<file path="src/rtl/qec_pkg.sv">
package qec_pkg;
  localparam int NUM_COND = 13;
  localparam int NUM_PINS = 3;

  // pin lanes inside the synchronized vector
  localparam int PIN_A = 0;
  localparam int PIN_B = 1;
  localparam int PIN_T = 2;

  // condition indices (their positions are the mask bit positions)
  localparam int C_TRIG_RISE = 8;
  localparam int C_TRIG_FALL = 9;
  localparam int C_EVENT     = 10;
  localparam int C_PAIR_OVF  = 11;
  localparam int C_PAIR_UDF  = 12;

  typedef logic [NUM_COND-1:0] cond_vec_t;
  typedef logic [NUM_PINS-1:0] pin_vec_t;
endpackage

</file>
<file path="src/rtl/qec_sync.sv">
module qec_sync #(
  parameter int WIDTH  = 3,
  parameter int STAGES = 2
) (
  input  logic             clk,
  input  logic             rst,
  input  logic [WIDTH-1:0] d,
  output logic [WIDTH-1:0] q
);
  logic [WIDTH-1:0] chain [STAGES];

  always_ff @(posedge clk) begin
    if (rst) begin
      for (int s = 0; s < STAGES; s++) chain[s] <= '0;
    end else begin
      chain[0] <= d;
      for (int s = 1; s < STAGES; s++) chain[s] <= chain[s-1];
    end
  end

  assign q = chain[STAGES-1];
endmodule

</file>
<file path="src/rtl/qec_edge.sv">
module qec_edge #(
  parameter int WIDTH = 3
) (
  input  logic             clk,
  input  logic             rst,
  input  logic [WIDTH-1:0] cur,
  output logic [WIDTH-1:0] rise,
  output logic [WIDTH-1:0] fall
);
  logic [WIDTH-1:0] prev_q;

  always_ff @(posedge clk) begin
    if (rst) prev_q <= '0;
    else     prev_q <= cur;
  end

  assign rise = cur & ~prev_q;
  assign fall = ~cur & prev_q;
endmodule

</file>
<file path="src/rtl/qec_cond_vec.sv">
module qec_cond_vec
  import qec_pkg::*;
(
  input  pin_vec_t  lvl,
  input  pin_vec_t  rise,
  input  pin_vec_t  fall,
  input  logic      evt,
  input  logic      ovf,
  input  logic      udf,
  output cond_vec_t cond
);
  // g = 0: edge on B, level of A (bits 0..3); g = 1: edge on A, level of B (bits 4..7)
  for (genvar g = 0; g < 2; g++) begin : g_edge_pin
    localparam int EP = (g == 0) ? PIN_B : PIN_A;
    localparam int OP = (g == 0) ? PIN_A : PIN_B;
    for (genvar lv = 0; lv < 2; lv++) begin : g_level
      logic lvl_ok;
      assign lvl_ok = (lv == 0) ? ~lvl[OP] : lvl[OP];
      assign cond[4*g + 2*lv]     = rise[EP] & lvl_ok;
      assign cond[4*g + 2*lv + 1] = fall[EP] & lvl_ok;
    end
  end

  assign cond[C_TRIG_RISE] = rise[PIN_T];
  assign cond[C_TRIG_FALL] = fall[PIN_T];
  assign cond[C_EVENT]     = evt;
  assign cond[C_PAIR_OVF]  = ovf;
  assign cond[C_PAIR_UDF]  = udf;
endmodule

</file>
<file path="src/rtl/qec_count_ctrl.sv">
module qec_count_ctrl
  import qec_pkg::*;
#(
  parameter int SYNC_STAGES = 2
) (
  input  logic                clk,
  input  logic                rst,
  input  logic                pin_a,
  input  logic                pin_b,
  input  logic                pin_trig,
  input  logic                evt_strobe,
  input  logic                pair_ovf,
  input  logic                pair_udf,
  input  logic [NUM_COND-1:0] up_mask,
  input  logic [NUM_COND-1:0] dn_mask,
  output logic                cnt_up,
  output logic                cnt_dn
);
  pin_vec_t  raw_pins, sync_pins, pin_rise, pin_fall;
  cond_vec_t cond;
  logic      want_up, want_dn;

  assign raw_pins = {pin_trig, pin_b, pin_a};

  qec_sync #(.WIDTH(NUM_PINS), .STAGES(SYNC_STAGES)) u_sync (
    .clk (clk),
    .rst (rst),
    .d   (raw_pins),
    .q   (sync_pins)
  );

  qec_edge #(.WIDTH(NUM_PINS)) u_edge (
    .clk  (clk),
    .rst  (rst),
    .cur  (sync_pins),
    .rise (pin_rise),
    .fall (pin_fall)
  );

  qec_cond_vec u_cond (
    .lvl  (sync_pins),
    .rise (pin_rise),
    .fall (pin_fall),
    .evt  (evt_strobe),
    .ovf  (pair_ovf),
    .udf  (pair_udf),
    .cond (cond)
  );

  assign want_up = |(cond & up_mask);
  assign want_dn = |(cond & dn_mask);

  // opposing requests in one cycle cancel
  always_ff @(posedge clk) begin
    if (rst) begin
      cnt_up <= 1'b0;
      cnt_dn <= 1'b0;
    end else begin
      cnt_up <= want_up & ~want_dn;
      cnt_dn <= want_dn & ~want_up;
    end
  end
endmodule

</file>
<file path="config.mk">
export PLATFORM = sky130hd
export DESIGN_NAME = qec_count_ctrl
export DESIGN_NICKNAME = d
export VERILOG_FILES = /design/src/rtl/qec_pkg.sv /design/src/rtl/qec_sync.sv /design/src/rtl/qec_edge.sv /design/src/rtl/qec_cond_vec.sv /design/src/rtl/qec_count_ctrl.sv
export SDC_FILE = /design/constraint.sdc
export NUM_CORES = 1
export LEC_CHECK = 0
export BUFFER_PORTS_ARGS = -buffer_cell sky130_fd_sc_hd__buf_2
export CAP_MARGIN = 25
export CORE_AREA = 2 2 39 41
export CTS_BUF_LIST = sky130_fd_sc_hd__clkbuf_4 sky130_fd_sc_hd__clkbuf_8
export CTS_CLUSTER_SIZE = 30
export DETAILED_ROUTE_END_ITERATION = 8
export DIE_AREA = 0 0 41 43
export PLACE_DENSITY = 0.92
export SYNTH_ARGS = -nofsm -noshare
export SYNTH_HDL_FRONTEND = slang
export SYNTH_HIERARCHICAL = 1
export SYNTH_SLANG_ARGS = --single-unit
export TNS_END_PERCENT = 5
</file>
<file path="constraint.sdc">
create_clock -name clk -period 4 [get_ports clk]
set_input_delay 1.2 -clock clk [delete_from_list [all_inputs] [get_ports clk]]
set_output_delay 1.2 -clock clk [all_outputs]
set_load 0.005 [all_outputs]
</file>
==> results of run 1 <==
per-layer routing:
layer | vias to the layer above | GRT usage [%] | routed length (um)
met3 | 8 | 3.14 | 74
li1 | 277 | - | -
met2 | 23 | 26.6 | 691
met1 | 252 | 16.5 | 490
met4 | 0 | 14.0 | 53
met5 | - | 0 | 0
state kept, by name, indices dropped and copies added (netlist names):
signal / cells
cnt_dn: 1
u_sync/chain: 6
cnt_up: 1
u_edge/prev_q: 3
area by class of cell:
cell class,instances,area [um2]
tap,16,20.0
clock buffer,4,30.0
fill,134,656
timing repair buffer,35,175
inverter,1,3.75
sequential,11,220
multi-input combinational,42,279
Yosys cell counts (all sizes together):
library cell   n  share of area (%)
buf            8                 11
o211a          1                1.8
nand3          4                3.6
a222oi         2                3.6
a22oi         10                 13
nor2b         19                 21
and2           4                4.4
dfxtp         11                 39
nor4           1                1.1
nor2           1               0.67
inv            1               0.67
worst max-delay path by stage:
stage	endpoint	slack, ps
2_1_floorplan	cnt_dn	2010
3_3_place_gp	cnt_dn	1910
3_5_place_dp	cnt_dn	1860
4_1_cts	cnt_dn	2100
5_1_grt	cnt_dn	2040
6_report	cnt_dn	2110
per-stage QoR:
step / total power (uW) / hold slack [ps] / utilization [%] / cells
floorplan: 137 / 414 / - / 62
global placement: 152 / 415 / 50.5 / 105
detailed placement: 154 / 432 / 50.5 / 105
CTS: 235 / 447 / 52.6 / 109
global route: 244 / 459 / 52.6 / 109
finish: 230 / 441 / 52.6 / 109
cells by family after synthesis:
group	count (synthesis)	share of synthesized area, %
simple gates	29	30.9
compound gates	13	18.7
flops	11	39.1
buf+inv	9	11.3
power groups by stage:
| stage | clock network (uW) | registers (uW) | logic [uW] |
|---|---|---|---|
| 2_1_floorplan | 0 | 118 | 18.7 |
| 3_3_place_gp | 0 | 119 | 32.6 |
| 3_5_place_dp | 0 | 119 | 34.9 |
| 4_1_cts | 83.0 | 117 | 34.9 |
| 5_1_grt | 87.8 | 117 | 38.6 |
| 6_report | 78.5 | 117 | 34.8 |
placed cells by master (no fill, tap or decap):
cell and n:
sky130_fd_sc_hd__inv_1 1, sky130_fd_sc_hd__buf_2 35, sky130_fd_sc_hd__nor2b_1 19, sky130_fd_sc_hd__a22oi_1 10
sky130_fd_sc_hd__and2_1 4, sky130_fd_sc_hd__nand3_1 4, sky130_fd_sc_hd__a222oi_1 2, sky130_fd_sc_hd__o211a_1 1
sky130_fd_sc_hd__nor2_1 1, sky130_fd_sc_hd__nor4_1 1, sky130_fd_sc_hd__clkbuf_4 4, sky130_fd_sc_hd__dfxtp_1 11
==> impl_metrics.prom, run 1 <==
# TYPE chip_impl_metric gauge
chip_impl_info{name="min_from",value="u_sync/chain[0][0]"} 1
chip_impl_metric{name="core-area",unit="um2"} 1380
chip_impl_metric{name="worst-endpoint-arrival",unit="ps"} 690
chip_impl_metric{name="power.density_cell_area",unit="nW/um2"} 316
chip_impl_metric{name="fmaxAchievable",unit="GHz"} 0.530
chip_impl_metric{name="critical_path_cell_count",unit=""} 1
chip_impl_metric{name="layout.cell_area.non_filler",unit="um2"} 728
chip_impl_metric{name="critical_path_peak_fanout",unit=""} 1
chip_impl_metric{name="io_pins",unit=""} 36
chip_impl_metric{name="gp_congestion",unit=""} 0.707
chip_impl_metric{name="final_antenna_net_count",unit=""} 0
chip_impl_metric{name="slew-limit-headroom",unit="%"} 79.4
chip_impl_metric{name="syn-instance-count",unit=""} 62
chip_impl_metric{name="irDropWorstVdd",unit="V"} 0.000191
chip_impl_metric{name="fp-row-count",unit=""} 14
chip_impl_metric{name="via_count_of_the_first_global_routing_pass",unit=""} 531
chip_impl_metric{name="track_usage",unit="%"} 16.4
chip_impl_metric{name="drt_first_pass_iters",unit=""} 4
chip_impl_metric{name="maxcap_viol_count",unit=""} 0
chip_impl_info{name="worst_case_hold_path_end_point",value="u_sync/chain[0][3]"} 1
chip_impl_metric{name="timing.final.setup_violations",unit=""} 0
chip_impl_metric{name="worstHoldPathCells",unit=""} 1
chip_impl_metric{name="finalCritPeriodShare",unit="%"} 47.1
chip_impl_metric{name="htree_num_levels",unit=""} 1
chip_impl_metric{name="floorplan.die.height",unit="um"} 43
chip_impl_metric{name="place_area",unit="um2"} 698
chip_impl_metric{name="cts_inserted_buffers",unit=""} 3
chip_impl_metric{name="tightest_slew",unit="ps"} 309
chip_impl_metric{name="detailroute.via_count",unit=""} 560
chip_impl_metric{name="port-buffer-count",unit=""} 35
chip_impl_info{name="grt_setup_unrepaired",value="false"} 1
chip_impl_metric{name="worst_skew_pair.late_latency",unit="ps"} 260
chip_impl_metric{name="comb_power_share",unit="%"} 15.1
chip_impl_info{name="timing.critical_path.max_delay_family",value="flip-flops"} 1
chip_impl_metric{name="report.final.hold_viol_count",unit=""} 0
chip_impl_metric{name="internal_power",unit="uW"} 180
chip_impl_metric{name="cts.sink_count",unit=""} 11
chip_impl_info{name="cts_tree",value="done"} 1
chip_impl_info{name="worst_hold_path_type",value="reg2reg"} 1
chip_impl_metric{name="total_setup_buffers_inserted_after_cts",unit=""} 0
chip_impl_metric{name="synth_cell_type_count",unit=""} 11
chip_impl_metric{name="flow.area_growth_from_synthesis",unit="%"} 29.3
chip_impl_metric{name="drv_slew",unit=""} 0
chip_impl_info{name="worst_setup_path_end_kind",value="primary output"} 1
chip_impl_metric{name="route.detailed.vias_per_inst",unit=""} 5.14
chip_impl_metric{name="detail_route.wl_per_cell",unit="um"} 12.0
chip_impl_metric{name="critPathBufInv",unit=""} 1
chip_impl_metric{name="fin_setup_tns",unit="ps"} 0
chip_impl_metric{name="power.leakage",unit="uW"} 0.000370
chip_impl_metric{name="fin_ws",unit="ps"} 2110
chip_impl_metric{name="grt_remaining_overflow",unit=""} 0
chip_impl_metric{name="clockPowerShare",unit="%"} 34.1
chip_impl_metric{name="synth_area_per_cell",unit="um2"} 9.08
chip_impl_info{name="critical_path.slowest_cell",value="sky130_fd_sc_hd__dfxtp_1"} 1
chip_impl_metric{name="synth_area",unit="um2"} 563
chip_impl_metric{name="post-route-drc-count",unit=""} 0
chip_impl_info{name="worst_r2r_startpoint",value="u_sync/chain[0][4]"} 1
chip_impl_metric{name="count_of_hold_fix_buffers_inserted_at_cts",unit=""} 0
chip_impl_metric{name="drt_iter0_markers",unit=""} 13
chip_impl_metric{name="final.setup_skew",unit="ps"} 1.15
chip_impl_info{name="cts-root-buf",value="sky130_fd_sc_hd__clkbuf_4"} 1
chip_impl_metric{name="route.final.wire_length",unit="um"} 1310
chip_impl_metric{name="net-switching-power",unit="uW"} 49.9
chip_impl_metric{name="synth_seq_area_share",unit="%"} 39.1
chip_impl_metric{name="grt_pass1_wl",unit="um"} 1950
chip_impl_metric{name="antenna_cells_inserted",unit=""} 0
chip_impl_metric{name="synthesis.yosys.warnings",unit=""} 6
chip_impl_metric{name="reg2reg_slack",unit="ps"} 2480
chip_impl_metric{name="crit_required",unit="ps"} 2800
chip_impl_metric{name="grt_start_max_net_pins",unit=""} 12
chip_impl_metric{name="reg2reg_depth",unit=""} 6
chip_impl_info{name="critical_path.cell_chain",value="buf_2"} 1
chip_impl_info{name="worstSetupStartpointType",value="flop"} 1
chip_impl_metric{name="sequentialPowerShare",unit="%"} 50.8
chip_impl_metric{name="finalNetCount",unit=""} 128
chip_impl_info{name="critical_path.reg2reg.endpoint",value="cnt_dn"} 1
chip_impl_metric{name="synth_nets",unit=""} 96
chip_impl_metric{name="finalWorstPathRequiredPeriod",unit="ps"} 1890
chip_impl_metric{name="dp.final_hpwl",unit="um"} 1120
chip_impl_metric{name="grt_antenna_before_repair",unit=""} 0
chip_impl_metric{name="pre_cts_ws",unit="ps"} 1860
chip_impl_metric{name="ff_latch_count_synth",unit=""} 11
chip_impl_metric{name="ctsLongestPathBuffers",unit=""} 2
chip_impl_info{name="setup.worst_path.class",value="reg2out"} 1
chip_impl_info{name="cp-startpoint",value="cnt_dn"} 1
chip_impl_info{name="result_of_the_run",value="finished clean"} 1
chip_impl_metric{name="post_cts_resized",unit=""} 0
chip_impl_metric{name="timing.critical_path.slowest_cell_delay",unit="ps"} 320
chip_impl_metric{name="power.share.switching",unit="%"} 21.7
chip_impl_metric{name="clk_pin_slew_worst_paths",unit="ps"} 60
chip_impl_metric{name="fp.dieArea",unit="um2"} 1760
chip_impl_metric{name="die_w",unit="um"} 41
chip_impl_metric{name="post_route_cells_drive_above_1_share",unit="%"} 41.9
chip_impl_metric{name="floorplan.initialDensity",unit="%"} 40.7
Power figures use the tool's default switching activity.
==> run 2, diff against run 1 <==
--- a/config.mk
+++ b/config.mk
@@ -5,14 +5,15 @@
 export SDC_FILE = /design/constraint.sdc
 export NUM_CORES = 1
 export LEC_CHECK = 0
+export ABC_AREA = 1
 export BUFFER_PORTS_ARGS = -buffer_cell sky130_fd_sc_hd__buf_2
 export CAP_MARGIN = 25
-export CORE_AREA = 2 2 39 41
+export CORE_ASPECT_RATIO = 1.2
+export CORE_UTILIZATION = 41
 export CTS_BUF_LIST = sky130_fd_sc_hd__clkbuf_4 sky130_fd_sc_hd__clkbuf_8
 export CTS_CLUSTER_SIZE = 30
 export DETAILED_ROUTE_END_ITERATION = 8
-export DIE_AREA = 0 0 41 43
-export PLACE_DENSITY = 0.92
+export PLACE_DENSITY = 0.89
 export SYNTH_ARGS = -nofsm -noshare
 export SYNTH_HDL_FRONTEND = slang
 export SYNTH_HIERARCHICAL = 1
==> constraint.sdc (replaced) <==
create_clock -name clk -period 1.55 [get_ports clk]
set_input_delay 0.465 -clock clk [delete_from_list [all_inputs] [get_ports clk]]
set_output_delay 0.465 -clock clk [all_outputs]
set_load 0.005 [all_outputs]
==> run 2 against run 1 <==
Effect of this change: first-iteration DRC count shrank 85%; global-route usage shrank 0.31 points; flip-flop and latch count is the same; area after synthesis grew 18%; non-clock buffer count is the same; wire length shrank 3.0%; critical path depth grew 11; utilization grew 3.5 points; register-to-register slack lost 2200 ps; via count grew 21%; largest power group unchanged.
==> impl_metrics.prom, run 2 <==
# TYPE chip_impl_metric gauge
chip_impl_metric{name="route.final.wire_length",unit="um"} 1270
chip_impl_metric{name="floorplan.initialDensity",unit="%"} 44.9
chip_impl_metric{name="cts.sink_count",unit=""} 11
chip_impl_metric{name="count_of_hold_fix_buffers_inserted_at_cts",unit=""} 0
chip_impl_info{name="synth_top_cells_by_count",value="sky130_fd_sc_hd__nand2_1 (47), sky130_fd_sc_hd__nor2_1 (25), sky130_fd_sc_hd__inv_1 (24), sky130_fd_sc_hd__dfxtp_1 (11), sky130_fd_sc_hd__buf_4 (8)"} 1
chip_impl_metric{name="critical_path_peak_fanout",unit=""} 6
chip_impl_metric{name="crit_required",unit="ps"} 1750
chip_impl_info{name="layout_common_cells",value="sky130_fd_sc_hd__nand2_1 (47), sky130_fd_sc_hd__buf_2 (35), sky130_fd_sc_hd__nor2_1 (25)"} 1
chip_impl_info{name="synthTopCellsByArea",value="sky130_fd_sc_hd__dfxtp_1 (33%), sky130_fd_sc_hd__nand2_1 (27%), sky130_fd_sc_hd__nor2_1 (14%)"} 1
chip_impl_metric{name="final.setup_skew",unit="ps"} 1.60
chip_impl_info{name="timing.critical_path.mode_cell",value="sky130_fd_sc_hd__nand2_1"} 1
chip_impl_metric{name="timing.final.setup_violations",unit=""} 0
chip_impl_metric{name="fin_setup_tns",unit="ps"} 0
chip_impl_metric{name="total_setup_buffers_inserted_after_cts",unit=""} 0
chip_impl_metric{name="cts_inserted_buffers",unit=""} 3
chip_impl_metric{name="async_reset_ff_share",unit="%"} 0
chip_impl_metric{name="place_area",unit="um2"} 802
chip_impl_metric{name="floorplan.die.height",unit="um"} 46.1
chip_impl_metric{name="syn-instance-count",unit=""} 119
chip_impl_metric{name="reg2reg_depth",unit=""} 12
chip_impl_metric{name="via_count_of_the_first_global_routing_pass",unit=""} 589
chip_impl_metric{name="detailroute.via_count",unit=""} 680
chip_impl_metric{name="grt_pass1_wl",unit="um"} 2000
chip_impl_metric{name="report.power.total",unit="uW"} 600
chip_impl_metric{name="worstHoldPathCells",unit=""} 2
chip_impl_metric{name="finalNetCount",unit=""} 185
chip_impl_info{name="worst_case_hold_path_end_point",value="u_sync/chain[0][3]"} 1
chip_impl_info{name="critical_path.slowest_cell",value="sky130_fd_sc_hd__dfxtp_1"} 1
chip_impl_metric{name="route.detailed.vias_per_inst",unit=""} 4.07
chip_impl_metric{name="htree_num_levels",unit=""} 1
chip_impl_metric{name="io_pins",unit=""} 36
chip_impl_info{name="critical_path.cell_chain",value="inv_1 > nor2_1 > inv_1 > nor2_1 > nand2_1 > nand2_1 > inv_1 > nand2_1 > nor2_1 > nand2_1 > nand2_1 > nor2_2"} 1
chip_impl_info{name="grt_setup_unrepaired",value="false"} 1
chip_impl_info{name="timing.critical_path.max_delay_family",value="simple AND/OR/NAND/NOR gates"} 1
chip_impl_info{name="critical_path.reg2reg.endpoint",value="cnt_dn"} 1
chip_impl_metric{name="ff_latch_count_synth",unit=""} 11
chip_impl_info{name="worst_setup_path_end_kind",value="flop"} 1
chip_impl_metric{name="drv_slew",unit=""} 0
chip_impl_metric{name="synth_area_per_cell",unit="um2"} 5.59
chip_impl_metric{name="hold-worst-slack",unit="ps"} 404
chip_impl_metric{name="synth_largest_type_area_fraction",unit="%"} 33.1
chip_impl_metric{name="post-route-drc-count",unit=""} 0
chip_impl_metric{name="timing.critical_path.slowest_cell_delay",unit="ps"} 420
chip_impl_metric{name="die_w",unit="um"} 38.8
chip_impl_info{name="cts_tree",value="done"} 1
chip_impl_metric{name="fp.dieArea",unit="um2"} 1790
chip_impl_info{name="synth_top_area_cell",value="sky130_fd_sc_hd__dfxtp_1"} 1
chip_impl_metric{name="finalCritPeriodShare",unit="%"} 83.9
chip_impl_info{name="synth_ff_type",value="sky130_fd_sc_hd__dfxtp_1"} 1
chip_impl_metric{name="flow.area_growth_from_synthesis",unit="%"} 25.0
chip_impl_info{name="setup.worst_path.class",value="reg2reg"} 1
chip_impl_metric{name="track_usage",unit="%"} 16.1
chip_impl_metric{name="ff_latch_area",unit="um2"} 220
chip_impl_info{name="min_from",value="u_sync/chain[0][0]"} 1
chip_impl_metric{name="multiInputGateArea",unit="um2"} 295
chip_impl_metric{name="clk_pin_slew_worst_paths",unit="ps"} 60
chip_impl_metric{name="dp.final_hpwl",unit="um"} 1090
chip_impl_metric{name="post_route_cells_drive_above_1_share",unit="%"} 27.3
chip_impl_metric{name="gp_congestion",unit=""} 0.708
chip_impl_metric{name="number_of_enable_flip_flop_cells_after_synthesis",unit=""} 0
chip_impl_metric{name="grt_remaining_overflow",unit=""} 0
chip_impl_metric{name="report.final.hold_viol_count",unit=""} 0
chip_impl_metric{name="detail_route.wl_per_cell",unit="um"} 7.60
chip_impl_metric{name="drt_first_pass_iters",unit=""} 2
chip_impl_metric{name="post_cts_resized",unit=""} 0
chip_impl_metric{name="ctsLongestPathBuffers",unit=""} 2
chip_impl_metric{name="port-buffer-count",unit=""} 35
chip_impl_info{name="worst_hold_path_type",value="reg2reg"} 1
chip_impl_metric{name="worst-endpoint-arrival",unit="ps"} 1500
chip_impl_metric{name="core-area",unit="um2"} 1480
chip_impl_info{name="worstSetupStartpointType",value="flop"} 1
chip_impl_metric{name="power.density_cell_area",unit="nW/um2"} 721
chip_impl_metric{name="synth_seq_area_share",unit="%"} 33.1
chip_impl_metric{name="grt_start_max_net_pins",unit=""} 12
chip_impl_metric{name="maxcap_viol_count",unit=""} 0
chip_impl_metric{name="synth_area",unit="um2"} 666
chip_impl_metric{name="layout.cell_area.non_filler",unit="um2"} 832
chip_impl_metric{name="fmaxAchievable",unit="GHz"} 0.769
chip_impl_metric{name="worst_skew_pair.late_latency",unit="ps"} 260
chip_impl_metric{name="synth_nets",unit=""} 153
chip_impl_metric{name="drt_iter0_markers",unit=""} 2
chip_impl_metric{name="tightest_slew",unit="ps"} 190
chip_impl_metric{name="reg2reg_slack",unit="ps"} 250
chip_impl_metric{name="critPathBufInv",unit=""} 3
chip_impl_info{name="commonest_non_fill_non_tap_cell_in_the_layout",value="sky130_fd_sc_hd__nand2_1"} 1
chip_impl_info{name="post-synth-top-count-cell",value="sky130_fd_sc_hd__nand2_1"} 1
chip_impl_metric{name="stdcell_count",unit=""} 167
chip_impl_info{name="worst_r2r_startpoint",value="u_sync/chain[0][3]"} 1
chip_impl_info{name="most_flop_heavy_register",value="u_sync/chain"} 1
chip_impl_metric{name="final_antenna_net_count",unit=""} 0
chip_impl_metric{name="slew-limit-headroom",unit="%"} 87.3
chip_impl_info{name="result_of_the_run",value="finished clean"} 1
chip_impl_metric{name="dp.cells",unit=""} 163
chip_impl_info{name="reg_top3",value="u_sync/chain x6, u_edge/prev_q x3"} 1
chip_impl_metric{name="synthesis.yosys.warnings",unit=""} 6
chip_impl_info{name="cts-root-buf",value="sky130_fd_sc_hd__clkbuf_4"} 1
chip_impl_metric{name="fill_cells",unit=""} 161
chip_impl_metric{name="fp-row-count",unit=""} 15
chip_impl_metric{name="antenna_cells_inserted",unit=""} 0
chip_impl_metric{name="synth_cell_type_count",unit=""} 8
chip_impl_metric{name="power.leakage",unit="uW"} 0.000531
chip_impl_metric{name="irDropWorstVdd",unit="V"} 0.000463
chip_impl_metric{name="finalWorstPathRequiredPeriod",unit="ps"} 1300
chip_impl_metric{name="grt_antenna_before_repair",unit=""} 0
chip_impl_metric{name="max_ffs_per_register",unit=""} 6
-- run 2: cell count changes after synthesis, sizes merged --
cell | before | now
nor4 | 1 | 0
nor2 | 1 | 27
nand3 | 4 | 1
nor2b | 19 | 0
and2 | 4 | 0
o211a | 1 | 0
inv | 1 | 24
a222oi | 2 | 0
nand2 | 0 | 47
nand3b | 0 | 1
a22oi | 10 | 0
-- run 2: worst max-delay path by stage --
stage	from	endpoint	slack (ps)	cells after the start
global placement	u_sync/chain[0][3]	cnt_dn	300	11
finish	u_sync/chain[0][3]	cnt_dn	250	12
floorplan	u_sync/chain[0][3]	cnt_dn	410	12
global route	u_sync/chain[0][3]	cnt_dn	9	12
detailed placement	u_sync/chain[0][3]	cnt_dn	250	12
CTS	u_sync/chain[0][3]	cnt_dn	220	12
-- run 2: logic make-up after synthesis --
logic type    share of synthesized area (%)
flops                                  33.1
buf+inv                                22.6
simple gates                           44.4
-- run 2: per-stage QoR --
step           util, %  setup WS, ps
4_1_cts           56.1           222
3_5_place_dp      54.1           248
6_report          56.1           249
2_1_floorplan        -           411
5_1_grt           56.1          9.16
3_3_place_gp      54.1           301
-- run 2: per-layer routing --
metal | vias to the layer above | track usage (%) | share of wire, %
met2 | 14 | 31.3 | 57
li1 | 388 | - | -
met1 | 276 | 15.9 | 39
met3 | 2 | 1.93 | 3.3
met4 | 0 | 8.28 | 0.63
met5 | - | 0 | 0
-- run 2: where the power goes --
| part | total [uW] | switching (uW) | internal (uW) |
|---|---|---|---|
| Combinational | 97.7 | 46.4 | 51.2 |
| Clock | 200 | 83.4 | 117 |
| Sequential | 302 | 6.55 | 296 |
-- run 2: worst min-delay path, delay by kind of cell, from the launching register on --
kind,cells,cell delay (ps)
and+or+nand+nor,1,30
DFF,1,300
buffers and inverters,1,40
-- run 2: cell type report --
type | instances | area share (%)
inverter | 24 | 10.8
timing repair buffer | 35 | 21.1
tap | 17 | 2.56
sequential | 11 | 26.5
multi-input combinational | 76 | 35.5
clock buffer | 4 | 3.61
